==> src/rtl/bw_pkg.sv <==
// Shared types and helpers for the bus monitor.
// Assumes line samples are already in the system clock domain when these
// helpers are applied.
package bw_pkg;

    // One sample of both bus wires.
    typedef struct packed {
        logic scl;
        logic sda;
    } bw_line_t;

    // Idle bus: both wires pulled high.
    localparam bw_line_t BW_LINE_IDLE = '{scl: 1'b1, sda: 1'b1};

    // START: clock high in both samples, data falls.
    function automatic logic bw_is_start(bw_line_t prev, bw_line_t cur);
        return prev.scl & cur.scl & prev.sda & ~cur.sda;
    endfunction

    // STOP: clock high in both samples, data rises.
    function automatic logic bw_is_stop(bw_line_t prev, bw_line_t cur);
        return prev.scl & cur.scl & ~prev.sda & cur.sda;
    endfunction

    // Clock rising between two samples.
    function automatic logic bw_is_rise(bw_line_t prev, bw_line_t cur);
        return ~prev.scl & cur.scl;
    endfunction

endpackage

==> src/rtl/bw_sync.sv <==
// Multi-stage synchronizer for asynchronous wire levels.
// Assumes each bit is an independent level; no bus coherency is implied.
// Reset value is the idle bus level so that no false edge follows reset.
module bw_sync #(
    parameter int              STAGES  = 2,
    parameter int              WIDTH   = 2,
    parameter logic [WIDTH-1:0] RST_VAL = '1
) (
    input  logic             clk,
    input  logic             rst_n,
    input  logic [WIDTH-1:0] d,
    output logic [WIDTH-1:0] q
);

    logic [WIDTH-1:0] chain [STAGES];

    for (genvar g = 0; g < STAGES; g++) begin : g_stage
        if (g == 0) begin : g_first
            // Capture the raw level.
            always_ff @(posedge clk) begin
                if (!rst_n) chain[g] <= RST_VAL;
                else        chain[g] <= d;
            end
        end else begin : g_next
            // Pass the level one stage further.
            always_ff @(posedge clk) begin
                if (!rst_n) chain[g] <= RST_VAL;
                else        chain[g] <= chain[g-1];
            end
        end
    end

    assign q = chain[STAGES-1];

endmodule

==> src/rtl/bw_cond_detect.sv <==
// Line-condition detector: compares the current synchronized sample with
// the previous one, flags START, STOP and SCL rising edges, registers the
// START/STOP pulses and keeps the bus-occupied flag.
// Assumes the input sample is already synchronized to clk.
module bw_cond_detect
    import bw_pkg::*;
(
    input  logic     clk,
    input  logic     rst_n,
    input  bw_line_t line_cur,
    output logic     start_det,
    output logic     stop_det,
    output logic     scl_rise,
    output logic     start_pulse,
    output logic     stop_pulse,
    output logic     busy
);

    bw_line_t line_prev;

    // Hold the previous sample for edge comparison.
    always_ff @(posedge clk) begin
        if (!rst_n) line_prev <= BW_LINE_IDLE;
        else        line_prev <= line_cur;
    end

    // Combinational condition decode.
    always_comb begin
        start_det = bw_is_start(line_prev, line_cur);
        stop_det  = bw_is_stop(line_prev, line_cur);
        scl_rise  = bw_is_rise(line_prev, line_cur);
    end

    // Register the condition pulses and track occupancy.
    always_ff @(posedge clk) begin
        if (!rst_n) begin
            start_pulse <= 1'b0;
            stop_pulse  <= 1'b0;
            busy        <= 1'b0;
        end else begin
            start_pulse <= start_det;
            stop_pulse  <= stop_det;
            if (start_det)     busy <= 1'b1;
            else if (stop_det) busy <= 1'b0;
        end
    end

endmodule

==> src/rtl/bw_bitcount.sv <==
// Bit-position counter: counts SCL rising edges while the bus is occupied
// and pulses at the last slot of a byte (data bits plus acknowledge).
// Assumes restart is asserted on every START or STOP detection.
module bw_bitcount #(
    parameter int BYTE_BITS = 8
) (
    input  logic clk,
    input  logic rst_n,
    input  logic scl_rise,
    input  logic restart,
    input  logic counting,
    output logic ack_slot,
    output logic byte_end
);

    localparam int               CNT_W = $clog2(BYTE_BITS + 2);
    localparam logic [CNT_W-1:0] LAST  = CNT_W'(BYTE_BITS);

    logic [CNT_W-1:0] cnt;

    // The next rising edge lands on the acknowledge slot.
    assign ack_slot = (cnt == LAST);

    // Advance the slot count and flag the final slot.
    always_ff @(posedge clk) begin
        if (!rst_n) begin
            cnt      <= '0;
            byte_end <= 1'b0;
        end else begin
            byte_end <= 1'b0;
            if (restart) begin
                cnt <= '0;
            end else if (scl_rise && counting) begin
                if (ack_slot) begin
                    cnt      <= '0;
                    byte_end <= 1'b1;
                end else begin
                    cnt <= cnt + 1'b1;
                end
            end
        end
    end

endmodule

==> src/rtl/bw_arb.sv <==
// Arbitration watcher: at each SCL rising edge outside the acknowledge
// slot, flags a loss when the local master releases SDA but the line reads
// low. The flag is sticky until the next START or STOP.
// Assumes the drive intent is held steady for the whole bit.
module bw_arb (
    input  logic clk,
    input  logic rst_n,
    input  logic scl_rise,
    input  logic sda_cur,
    input  logic release_sda,
    input  logic active,
    input  logic ack_slot,
    input  logic clear,
    output logic lost
);

    logic mismatch;

    // Released-high intent overridden by a low on the wire.
    assign mismatch = scl_rise & active & release_sda & ~sda_cur & ~ack_slot;

    // Sticky loss flag, cleared by a line condition.
    always_ff @(posedge clk) begin
        if (!rst_n)        lost <= 1'b0;
        else if (clear)    lost <= 1'b0;
        else if (mismatch) lost <= 1'b1;
    end

endmodule

==> src/rtl/i2c_bus_watch.sv <==
// Passive two-wire bus monitor with arbitration-loss detection.
// Synchronizes the raw wires, detects START/STOP, tracks occupancy,
// counts byte slots and compares local SDA intent with the line.
// Assumes local_sda_release and local_master_on are synchronous to clk.
// Never drives the wires.
module i2c_bus_watch
    import bw_pkg::*;
#(
    parameter int SYNC_STAGES = 2,
    parameter int BYTE_BITS   = 8
) (
    input  logic clk,
    input  logic rst_n,
    input  logic scl_line,
    input  logic sda_line,
    input  logic local_sda_release,
    input  logic local_master_on,
    output logic start_seen,
    output logic stop_seen,
    output logic bus_busy,
    output logic arb_lost,
    output logic byte_done
);

    bw_line_t line_raw;
    bw_line_t line_syn;
    logic     start_det;
    logic     stop_det;
    logic     scl_rise;
    logic     ack_slot;
    logic     cond_any;

    assign line_raw = '{scl: scl_line, sda: sda_line};
    assign cond_any = start_det | stop_det;

    bw_sync #(
        .STAGES  (SYNC_STAGES),
        .WIDTH   ($bits(bw_line_t)),
        .RST_VAL (BW_LINE_IDLE)
    ) u_sync (
        .clk   (clk),
        .rst_n (rst_n),
        .d     (line_raw),
        .q     (line_syn)
    );

    bw_cond_detect u_cond (
        .clk         (clk),
        .rst_n       (rst_n),
        .line_cur    (line_syn),
        .start_det   (start_det),
        .stop_det    (stop_det),
        .scl_rise    (scl_rise),
        .start_pulse (start_seen),
        .stop_pulse  (stop_seen),
        .busy        (bus_busy)
    );

    bw_bitcount #(
        .BYTE_BITS (BYTE_BITS)
    ) u_cnt (
        .clk      (clk),
        .rst_n    (rst_n),
        .scl_rise (scl_rise),
        .restart  (cond_any),
        .counting (bus_busy),
        .ack_slot (ack_slot),
        .byte_end (byte_done)
    );

    bw_arb u_arb (
        .clk         (clk),
        .rst_n       (rst_n),
        .scl_rise    (scl_rise),
        .sda_cur     (line_syn.sda),
        .release_sda (local_sda_release),
        .active      (local_master_on),
        .ack_slot    (ack_slot),
        .clear       (cond_any),
        .lost        (arb_lost)
    );

endmodule

==> config.mk <==
export PLATFORM = sky130hd
export DESIGN_NAME = i2c_bus_watch
export DESIGN_NICKNAME = d
export VERILOG_FILES = /design/src/rtl/bw_pkg.sv /design/src/rtl/bw_sync.sv /design/src/rtl/bw_cond_detect.sv /design/src/rtl/bw_bitcount.sv /design/src/rtl/bw_arb.sv /design/src/rtl/i2c_bus_watch.sv
export SDC_FILE = /design/constraint.sdc
export NUM_CORES = 1
export LEC_CHECK = 0
export ABC_AREA = 1
export BUFFER_PORTS_ARGS = -buffer_cell sky130_fd_sc_hd__clkbuf_2
export CAP_MARGIN = 20
export CORE_AREA = 4 4 41 43
export CTS_BUF_LIST = sky130_fd_sc_hd__clkbuf_8
export DETAILED_ROUTE_END_ITERATION = 10
export DIE_AREA = 0 0 45 47
export PLACE_DENSITY_LB_ADDON = 0.05
export REMOVE_ABC_BUFFERS = 1
export SLEW_MARGIN = 20
export SYNTH_ARGS = -nofsm -noshare
export SYNTH_HDL_FRONTEND = slang
export SYNTH_SLANG_ARGS = --single-unit
==> constraint.sdc <==
create_clock -name clk -period 1.1 [get_ports clk]
set_input_delay 0.22 -clock clk [delete_from_list [all_inputs] [get_ports clk]]
set_output_delay 0.22 -clock clk [all_outputs]
set_load 0.01 [all_outputs]
Word-level counts from Yosys, hierarchy flattened:

Memories as Yosys holds them, arrays and structs flattened.
Cells that the tools add are included.

* word-level logic and storage cells: 42
* bits in writable memories: 4
* memories kept: 1
* register bits: 11

Memory list
* u_sync.chain: depth 2, bits a word 2, read ports 2, clocked after Yosys merged registers in 0, wr ports 2, RTL line bw_sync.sv:15 `logic [WIDTH-1:0] chain [STAGES];`

* muxes and demuxes: 8
* add/subtract/negate cells: 1
* eq/ne operators: 1
* bitwise operators: 19
* reductions and logical operators: 4

Operators with widths (count)
* 1-bit bitwise AND: 10
* 1-bit NOT: 6
* 1-bit 2-to-1 mux: 5
* 4-bit by 1-bit adder with 4-bit output, second input constant: 1
* 4-bit equality test, second input constant: 1
* 2-bit 2-to-1 mux: 2
* 4-bit 2-to-1 mux: 1
* 1-bit bitwise OR: 3
* 3-bit OR reduction: 1
* 2-bit nonzero test: 1
* 2-bit OR reduction: 1
* 1-bit logical AND: 1

Depth between registers and ports, before layout:

Gate-level depths: netlist of run 1.

* depth after elaboration: 6
* gate-level depth with buffers: 7

By module:

From an unflattened synthesis of run 1, not the netlist that was laid out.

* cell total of the unflattened synthesis: 86
* area total of the unflattened synthesis: 635.6 sq um

Modules (own cells, without submodules)
* bw_bitcount: area each 270.3 sq um, cells each 36, times used 1
* bw_cond_detect: area each 187.7 sq um, cells each 26, times used 1
* bw_sync: area each 110.1 sq um, cells each 12, times used 1
* bw_arb: area each 56.3 sq um, cells each 9, times used 1
* i2c_bus_watch: area each 11.3 sq um, cells each 3, times used 1

Worst setup path before layout of run 1:

No wires, ideal clock.

* kind: register -> register
* start point: register u_cnt.cnt[0]
* end point: register u_cnt.cnt[0]
* arrival: 0.925 ns
* library setup time: 0.064 ns
* required time: 1.036 ns
* period minus slack after synthesis: 0.989 ns
* cell stages (with the launch flop): 8
* path buffers: 0
* path slack: 0.111 ns
* cell sequence: dfxtp_1 > inv_1 > ha_1 > nand2_1 > nor2_1 > nand2_1 > nand3_1 > nor2_1

* cells in the longest elaborated chain, start to end: 2

Ends and longest elaborated chain
* start, declared: RTL line bw_bitcount.sv:19 `logic [CNT_W-1:0] cnt;`
* start signal, assigned: RTL line bw_bitcount.sv:38 `cnt <= cnt + 1'b1;`
* 4-bit by 1-bit adder with 4-bit output or 4-bit equality test (tied branches): RTL line bw_bitcount.sv:38, bw_bitcount.sv:22
* 4-bit 2-to-1 mux (*): RTL line bw_bitcount.sv:34 `if (ack_slot) begin`

Mark *: on every way between the ends. The rest lies on a longest branch, timed or not.
A chain may end at the register's enable or synchronous reset.

Final worst setup path of run 1:

* start point: register u_cond.busy
* end point: output bus_busy

RTL lines
* start, declared: RTL line bw_cond_detect.sv:16 `output logic busy`
* start signal, assigned: RTL line bw_cond_detect.sv:39 `busy <= 1'b0;`
* start signal, assigned: RTL line bw_cond_detect.sv:43 `if (start_det) busy <= 1'b1;`
* start signal, assigned: RTL line bw_cond_detect.sv:44 `else if (stop_det) busy <= 1'b0;`
* end, declared: RTL line i2c_bus_watch.sv:20 `output logic bus_busy,`

No word-level cell between the ends.

==> insert_results.sql, run 1 <==
INSERT INTO impl_metrics (metric_group, metric, value, unit) VALUES
('setup_path', 'crit_path_cell_trace', 'clkbuf_2', ''),
('timing', 'setup_ws', '0.0694', 'ns'),
('global_routing', 'top_usage_layer', 'met2', ''),
('global_routing', 'globalRouteOverflowTotal', '0', ''),
('timing', 'fmaxAchievable', '0.970', 'GHz'),
('clock_network', 'cts.sink_count', '15', ''),
('drt', 'detail_route.wirelength', '1010', 'um'),
('power_and_ir_drop', 'power-per-cell-area', '1390', 'nW/um2'),
('placed_design', 'place.gp.congestion', '0.707', ''),
('clock_network', 'cts.clk_slew.worst_paths', '0.06', 'ns'),
('clock_network', 'htree_levels', '1', ''),
('yosys', 'netlist_top_cells_area', 'sky130_fd_sc_hd__dfxtp_1 (51%), sky130_fd_sc_hd__nand2_1 (10%), sky130_fd_sc_hd__inv_1 (6.4%), sky130_fd_sc_hd__nor2_1 (6.4%), sky130_fd_sc_hd__or2_2 (5.3%)', ''),
('placed_design', 'dpl_worst_slack', '0.00233', 'ns'),
('setup_path', 'timing.critical_path.to_type', 'output port', ''),
('timing', 'timing.final.crit_period', '1.03', 'ns'),
('drt', 'route.detailed.wl_per_inst', '9.74', 'um'),
('timing', 'report.final.slew_viol_count', '0', ''),
('placed_design', 'dpl.hpwl', '795', 'um'),
('timing', 'min_period_over_period', '0.937', ''),
('finish', 'fraction_of_layout_instances_using_a_drive_strength_above_1', '0.326', ''),
('floorplan', 'die_area', '2120', 'um2'),
('clock_network', 'clk_path_buf_depth', '2', ''),
('clock_network', 'cts_tree', 'built', ''),
('timing', 'setup_viol_count_final', '0', ''),
('yosys', 'yosysSeqAreaShare', '0.510', ''),
('yosys', 'synth_cell_types', '14', ''),
('global_routing', 'globalRouteMet2Util', '0.181', ''),
('floorplan', 'die_x', '45', 'um'),
('setup_path', 'cpMaxStageDelayCell', 'sky130_fd_sc_hd__dfxtp_1', ''),
('yosys', 'post-synth-top-area-cell', 'sky130_fd_sc_hd__dfxtp_1', ''),
('floorplan', 'rows', '13', ''),
('yosys', 'yosys_register_bits', '15', ''),
('power_and_ir_drop', 'static-leakage-power', '0.335', 'nW'),
('floorplan', 'core', '1300', 'um2'),
('finish', 'num_antenna_cells', '0', ''),
('drt', 'vias_per_cell', '4.59', ''),
('setup_path', 'cp_data_required_time', '0.88', 'ns'),
('clock_network', 'clk_latency', '0.24', 'ns'),
('setup_path', 'timing.critical_path.buf_inv', '1', ''),
('clock_network', 'numCtsBuffers', '3', ''),
('global_routing', 'first_global_vias', '445', ''),
('min_path', 'worstHoldPathType', 'input port to register', ''),
('setup_path', 'kind_of_cell_with_the_highest_combined_delay_on_the_critical_path', 'flip-flops', ''),
('setup_path', 'critical_path.max_fanout', '3', ''),
('timing', 'worst_slew_pin_slew', '0.197', 'ns'),
('yosys', 'synth_top_cell_area_share', '0.510', ''),
('timing', 'grt_setup_unrepaired', 'false', ''),
('timing', 'setup_total_negative_slack', '0', 'ns'),
('yosys', 'post_synth_instance_area', '589', 'um2'),
('finish', 'finalNetCount', '98', ''),
('floorplan', 'die_y', '47', 'um'),
('global_routing', 'grt_util_all_layers', '0.110', ''),
('drt', 'detailroute.via_count', '477', ''),
('global_routing', 'met3_usage_grt', '0.0575', ''),
('finish', 'layout_common_cells', 'sky130_fd_sc_hd__nand2_1 (16), sky130_fd_sc_hd__dfxtp_1 (12), sky130_fd_sc_hd__nor2_1 (10), sky130_fd_sc_hd__clkbuf_2 (10), sky130_fd_sc_hd__inv_1 (9)', ''),
('global_routing', 'pin_count_of_the_biggest_net_entering_global_routing', '10', ''),
('finish', 'area.growth.synth_to_final', '25.5', '%'),
('drt', 'drtIter0Drc', '7', ''),
('power_and_ir_drop', 'irDropWorstVdd', '1.08', 'mV'),
('setup_path', 'cpPeakStageDelay', '0.40', 'ns'),
('placed_design', 'port_buffers', '10', ''),
('setup_path', 'type_of_the_setup_path_with_the_least_slack', 'register to output port', ''),
('flow_run', 'timing.max_cap.violations', '0', ''),
('setup_path', 'startpoint_type', 'register', ''),
('clock_network', 'holdBufCountCts', '0', ''),
('yosys', 'post_syn_instances', '74', ''),
('timing', 'max_slew_margin', '0.868', ''),
('drt', 'ant_nets', '0', ''),
('global_routing', 'antenna_found_initial', '0', ''),
('outcome', 'run_status', 'completed', ''),
('drt', 'number_of_iterations_in_the_first_detailed_routing_pass', '4', '');
-- sequential cells by signal (all words and copies together) (netlist names) --
name                cells
u_cond.busy             1
u_cond.stop_pulse       1
u_arb.lost              1
u_cnt.byte_end          1
u_cond.start_pulse      1
u_cnt.cnt               4
u_cond.line_prev        2
u_sync.chain            4
-- logic make-up after synthesis --
| logic type | Yosys count | synth area share |
|---|---|---|
| adder cells (fa/ha/maj) | 2 | 0.0425 |
| AO/OA/AOI/OAI | 5 | 0.0424 |
| AND/OR/NAND/NOR | 40 | 0.321 |
| buffers and inverters | 11 | 0.0701 |
| flip-flops | 15 | 0.510 |
| XOR/XNOR | 1 | 0.0149 |
-- power breakdown --
| group | switching (W) | total, W | internal, W |
|---|---|---|---|
| registers | 0.00000895 | 0.000563 | 0.000554 |
| logic | 0.0000256 | 0.0000468 | 0.0000212 |
| clock network | 0.000170 | 0.000416 | 0.000246 |
-- metrics by stage --
step                power (W)  cell area (um2)  instances
detailed placement   0.000621              658         99
CTS                   0.00104              704        103
global placement     0.000621              658         99
floorplan            0.000602              589         74
finish                0.00103              739        104
global route          0.00107              739        104
-- per-layer routing --
layer  wire, um  up-vias  part of all wire
li1           -      258                 -
met1        488      204              0.48
met2        438       15              0.43
met3         86        0             0.085
met4          0        0                 0
met5          0        -                 0
-- synthesized netlist by cell type --
library cell / n
sky130_fd_sc_hd__a21oi_1: 3
sky130_fd_sc_hd__dfxtp_1: 15
sky130_fd_sc_hd__ha_1: 2
sky130_fd_sc_hd__inv_1: 10
sky130_fd_sc_hd__inv_2: 1
sky130_fd_sc_hd__nand2_1: 16
sky130_fd_sc_hd__nand3_1: 6
sky130_fd_sc_hd__nand3_4: 1
sky130_fd_sc_hd__nand4_1: 2
sky130_fd_sc_hd__nor2_1: 10
sky130_fd_sc_hd__o21ai_0: 1
sky130_fd_sc_hd__o21ai_1: 1
sky130_fd_sc_hd__or2_2: 5
sky130_fd_sc_hd__xor2_1: 1
-- path summary, 6_finish.rpt --
kind / to / depth (start not counted) / slack (ns) / start
min reg2reg: u_sync.chain[1][0] / 1 / 0.41 / u_sync.chain[0][0]
max: bus_busy / 1 / 0.07 / u_cond.busy
min: u_sync.chain[0][1] / 2 / 0.16 / scl_line
max reg2reg: u_cnt.cnt[3] / 7 / 0.10 / u_cnt.cnt[0]
-- cell type report --
cell class	count	area [um2]	area share
sequential	15	307	0.415
multi-input combinational	48	270	0.365
timing repair buffer	11	57.6	0.0778
clock buffer	3	41.3	0.0558
inverter	11	41.3	0.0558
tap	15	18.8	0.0254
clock inverter	1	3.75	0.00508
-- repair_timing --
action                     in CTS  in global routing
resized for setup               1                  9
setup endpoints to repair       2                  6
buffers inserted                0                  1
hold endpoints to repair        0                  0
cloned                          0                  0
pin swaps                       0                  5
(Power assumes the default switching activity.)
==> run 2: changes to the inputs <==
--- a/config.mk
+++ b/config.mk
@@ -10,8 +10,10 @@
 export CAP_MARGIN = 20
 export CORE_AREA = 4 4 41 43
 export CTS_BUF_LIST = sky130_fd_sc_hd__clkbuf_8
+export CTS_CLUSTER_SIZE = 25
 export DETAILED_ROUTE_END_ITERATION = 10
 export DIE_AREA = 0 0 45 47
+export GPL_TIMING_DRIVEN = 0
 export PLACE_DENSITY_LB_ADDON = 0.05
 export REMOVE_ABC_BUFFERS = 1
 export SLEW_MARGIN = 20
==> run 2 against run 1 <==
Clock power rose by 7.2%. Clock skew down 0.0025 ns. Combinational power increased by 6.6%. Routed wire length up 0.89%. Cell count stayed put. Design area increased by 1.2%. Die area is the same. Hold slack lost 0.012 ns. Sequential power about the same. Utilization up 0.67 points. First-iteration DRC count is 29% lower. Largest power group unchanged.
==> insert_results.sql, run 2 (same netlist as run 1, synthesis figures left out) <==
INSERT INTO impl_metrics (metric_group, metric, value, unit) VALUES
('finish', 'finalCoreUtilization', '0.575', ''),
('min_path', 'timing.hold.worst.start', 'scl_line', ''),
('flow_run', 'timing.max_cap.violations', '0', ''),
('setup_path', 'type_of_the_setup_path_with_the_least_slack', 'register to register', ''),
('finish', 'largest_registers', 'u_cnt.cnt (4), u_sync.chain (4), u_cond.line_prev (2)', ''),
('floorplan', 'die_area', '2120', 'um2'),
('min_path', 'worstHoldPathType', 'input port to register', ''),
('floorplan', 'rows', '13', ''),
('clock_network', 'buffer_type_at_the_clock_tree_root', 'sky130_fd_sc_hd__clkbuf_8', ''),
('min_path', 'min_to', 'u_sync.chain[0][1]', ''),
('floorplan', 'die_x', '45', 'um'),
('timing', 'worst_slew_pin_slew', '0.208', 'ns'),
('setup_path', 'ff2ff_path_depth', '7', ''),
('placed_design', 'place.gp.congestion', '0.703', ''),
('clock_network', 'cts_tree', 'built', ''),
('global_routing', 'grt_util_all_layers', '0.114', ''),
('finish', 'combined_area_of_the_multi_input_logic_cells', '278', 'um2'),
('timing', 'worst_clock_skew', '0.00165', 'ns'),
('power_and_ir_drop', 'power', '0.00106', 'W'),
('finish', 'finalInstanceArea', '748', 'um2'),
('clock_network', 'clk_latency', '0.25', 'ns'),
('floorplan', 'core', '1300', 'um2'),
('setup_path', 'worst-endpoint-arrival', '1.22', 'ns'),
('setup_path', 'critical_path.max_fanout', '4', ''),
('outcome', 'run_status', 'completed', ''),
('clock_network', 'cts.sink_count', '15', ''),
('power_and_ir_drop', 'irDropWorstVdd', '0.725', 'mV'),
('drt', 'number_of_iterations_in_the_first_detailed_routing_pass', '3', ''),
('setup_path', 'cp_data_required_time', '1.28', 'ns'),
('global_routing', 'grt_pass1_wl', '1630', 'um'),
('timing', 'fmaxAchievable', '0.962', 'GHz'),
('setup_path', 'regToRegEndpoint', 'u_cnt.cnt[0]', ''),
('floorplan', 'io-pin-count', '11', ''),
('finish', 'fraction_of_layout_instances_using_a_drive_strength_above_1', '0.371', ''),
('power_and_ir_drop', 'static-leakage-power', '0.333', 'nW'),
('drt', 'detailroute.via_count', '480', ''),
('placed_design', 'dpl_worst_slack', '0.00983', 'ns'),
('timing', 'timing.final.crit_period', '1.04', 'ns'),
('floorplan', 'floorplan.initialDensity', '0.453', ''),
('floorplan', 'die_y', '47', 'um'),
('placed_design', 'port_buffers', '10', ''),
('finish', 'layout_commonest_cell', 'sky130_fd_sc_hd__nand2_1', ''),
('timing', 'setup_ws', '0.0600', 'ns'),
('timing', 'worst_hold_slack', '0.151', 'ns'),
('clock_network', 'numCtsBuffers', '3', ''),
('setup_path', 'timing.critical_path.to_type', 'register', ''),
('finish', 'finalNetCount', '98', ''),
('finish', 'num_antenna_cells', '0', ''),
('timing', 'finalHoldViolCount', '0', ''),
('global_routing', 'first_global_vias', '414', ''),
('setup_path', 'startpoint_type', 'register', ''),
('timing', 'setup_viol_count_final', '0', ''),
('power_and_ir_drop', 'power-per-cell-area', '1420', 'nW/um2'),
('clock_network', 'cts.clk_slew.worst_paths', '0.06', 'ns'),
('drt', 'detail_route.wirelength', '1020', 'um'),
('global_routing', 'antenna_found_initial', '0', ''),
('finish', 'layout_common_cells', 'sky130_fd_sc_hd__nand2_1 (15), sky130_fd_sc_hd__dfxtp_1 (12), sky130_fd_sc_hd__clkbuf_2 (10), sky130_fd_sc_hd__inv_1 (8), sky130_fd_sc_hd__nor2_1 (8)', ''),
('drt', 'drc', '0', ''),
('setup_path', 'ff2ff_setup_slack', '0.06', 'ns'),
('drt', 'ant_nets', '0', ''),
('placed_design', 'dpl.hpwl', '713', 'um'),
('setup_path', 'regToRegStartpoint', 'u_cnt.cnt[1]', ''),
('global_routing', 'globalRouteOverflowTotal', '0', ''),
('drt', 'vias_per_cell', '4.62', ''),
('min_path', 'min_delay_path_depth', '2', ''),
('finish', 'register_area', '307', 'um2'),
('timing', 'max_slew_margin', '0.861', ''),
('drt', 'route.detailed.wl_per_inst', '9.83', 'um'),
('timing', 'min_period_over_period', '0.945', ''),
('drt', 'drtIter0Drc', '5', ''),
('clock_network', 'clk_path_buf_depth', '2', ''),
('timing', 'report.final.slew_viol_count', '0', ''),
('placed_design', 'instance_area_after_placement', '658', 'um2'),
('clock_network', 'htree_levels', '1', ''),
('finish', 'area.growth.synth_to_final', '27.0', '%'),
('finish', 'fillerInstances', '124', ''),
('global_routing', 'pin_count_of_the_biggest_net_entering_global_routing', '10', '');
-- run 2: cell types whose count changed in the layout (fill, tap and decap cells not counted), sizes merged --
cell    delta
clkinv     +1
inv        -1
-- run 2: timing repair --
item / 4_1_cts / 5_1_grt
gates resized for setup: 1 / 12
buffers inserted: 0 / 1
endpoints found under the setup margin: 1 / 6
pin swaps: 0 / 6
hold buffers: 0 / 0
-- run 2: per-layer routing --
layer	vias to the layer above	GRT usage	share of wire
met3	5	0.0460	0.073
li1	262	-	-
met4	0	0.0877	0.026
met2	13	0.150	0.39
met5	-	0	0
met1	200	0.146	0.51
-- run 2: worst max-delay path by stage --
stage | slack (ns) | start | endpoint
floorplan | 0.11 | u_cnt.cnt[0] | u_cnt.cnt[0]
global placement | 0.01 | u_cnt.cnt[0] | u_cnt.cnt[0]
detailed placement | 0.01 | u_cnt.cnt[0] | u_cnt.cnt[0]
CTS | 0.03 | u_cnt.cnt[1] | u_cnt.cnt[0]
global route | -0.01 | u_cnt.cnt[0] | u_cnt.cnt[0]
finish | 0.06 | u_cnt.cnt[1] | u_cnt.cnt[0]
-- run 2: final cells by class --
cell class,count,area share
clock inverters,1,0.00669
repair buffers,11,0.0769
inverters,11,0.0552
multi-input cells,48,0.371
well taps,15,0.0251
flip-flops and latches,15,0.410
clock buffers,3,0.0552
-- run 2: per-stage QoR --
step	std cells	setup TNS, ns
2_1_floorplan	74	0
3_3_place_gp	99	0
3_5_place_dp	99	0
4_1_cts	103	0
5_1_grt	104	-0.0318
6_report	104	0
-- run 2: report_power, final --
part	leakage (nW)	internal, W	switching, W	total [W]
logic	0.184	0.0000227	0.0000271	0.0000499
clock network	0.0255	0.000251	0.000195	0.000446
registers	0.123	0.000554	0.00000884	0.000563
-- run 2: critical path: stages (launching register included) --
cell and delay [ns]:
sky130_fd_sc_hd__dfxtp_2 0.35, sky130_fd_sc_hd__inv_2 0.05, sky130_fd_sc_hd__ha_4 0.16, sky130_fd_sc_hd__nand2_2 0.07, sky130_fd_sc_hd__nor2_2 0.04, sky130_fd_sc_hd__nand2_1 0.09, sky130_fd_sc_hd__nand3_2 0.10, sky130_fd_sc_hd__nor2_1 0.11
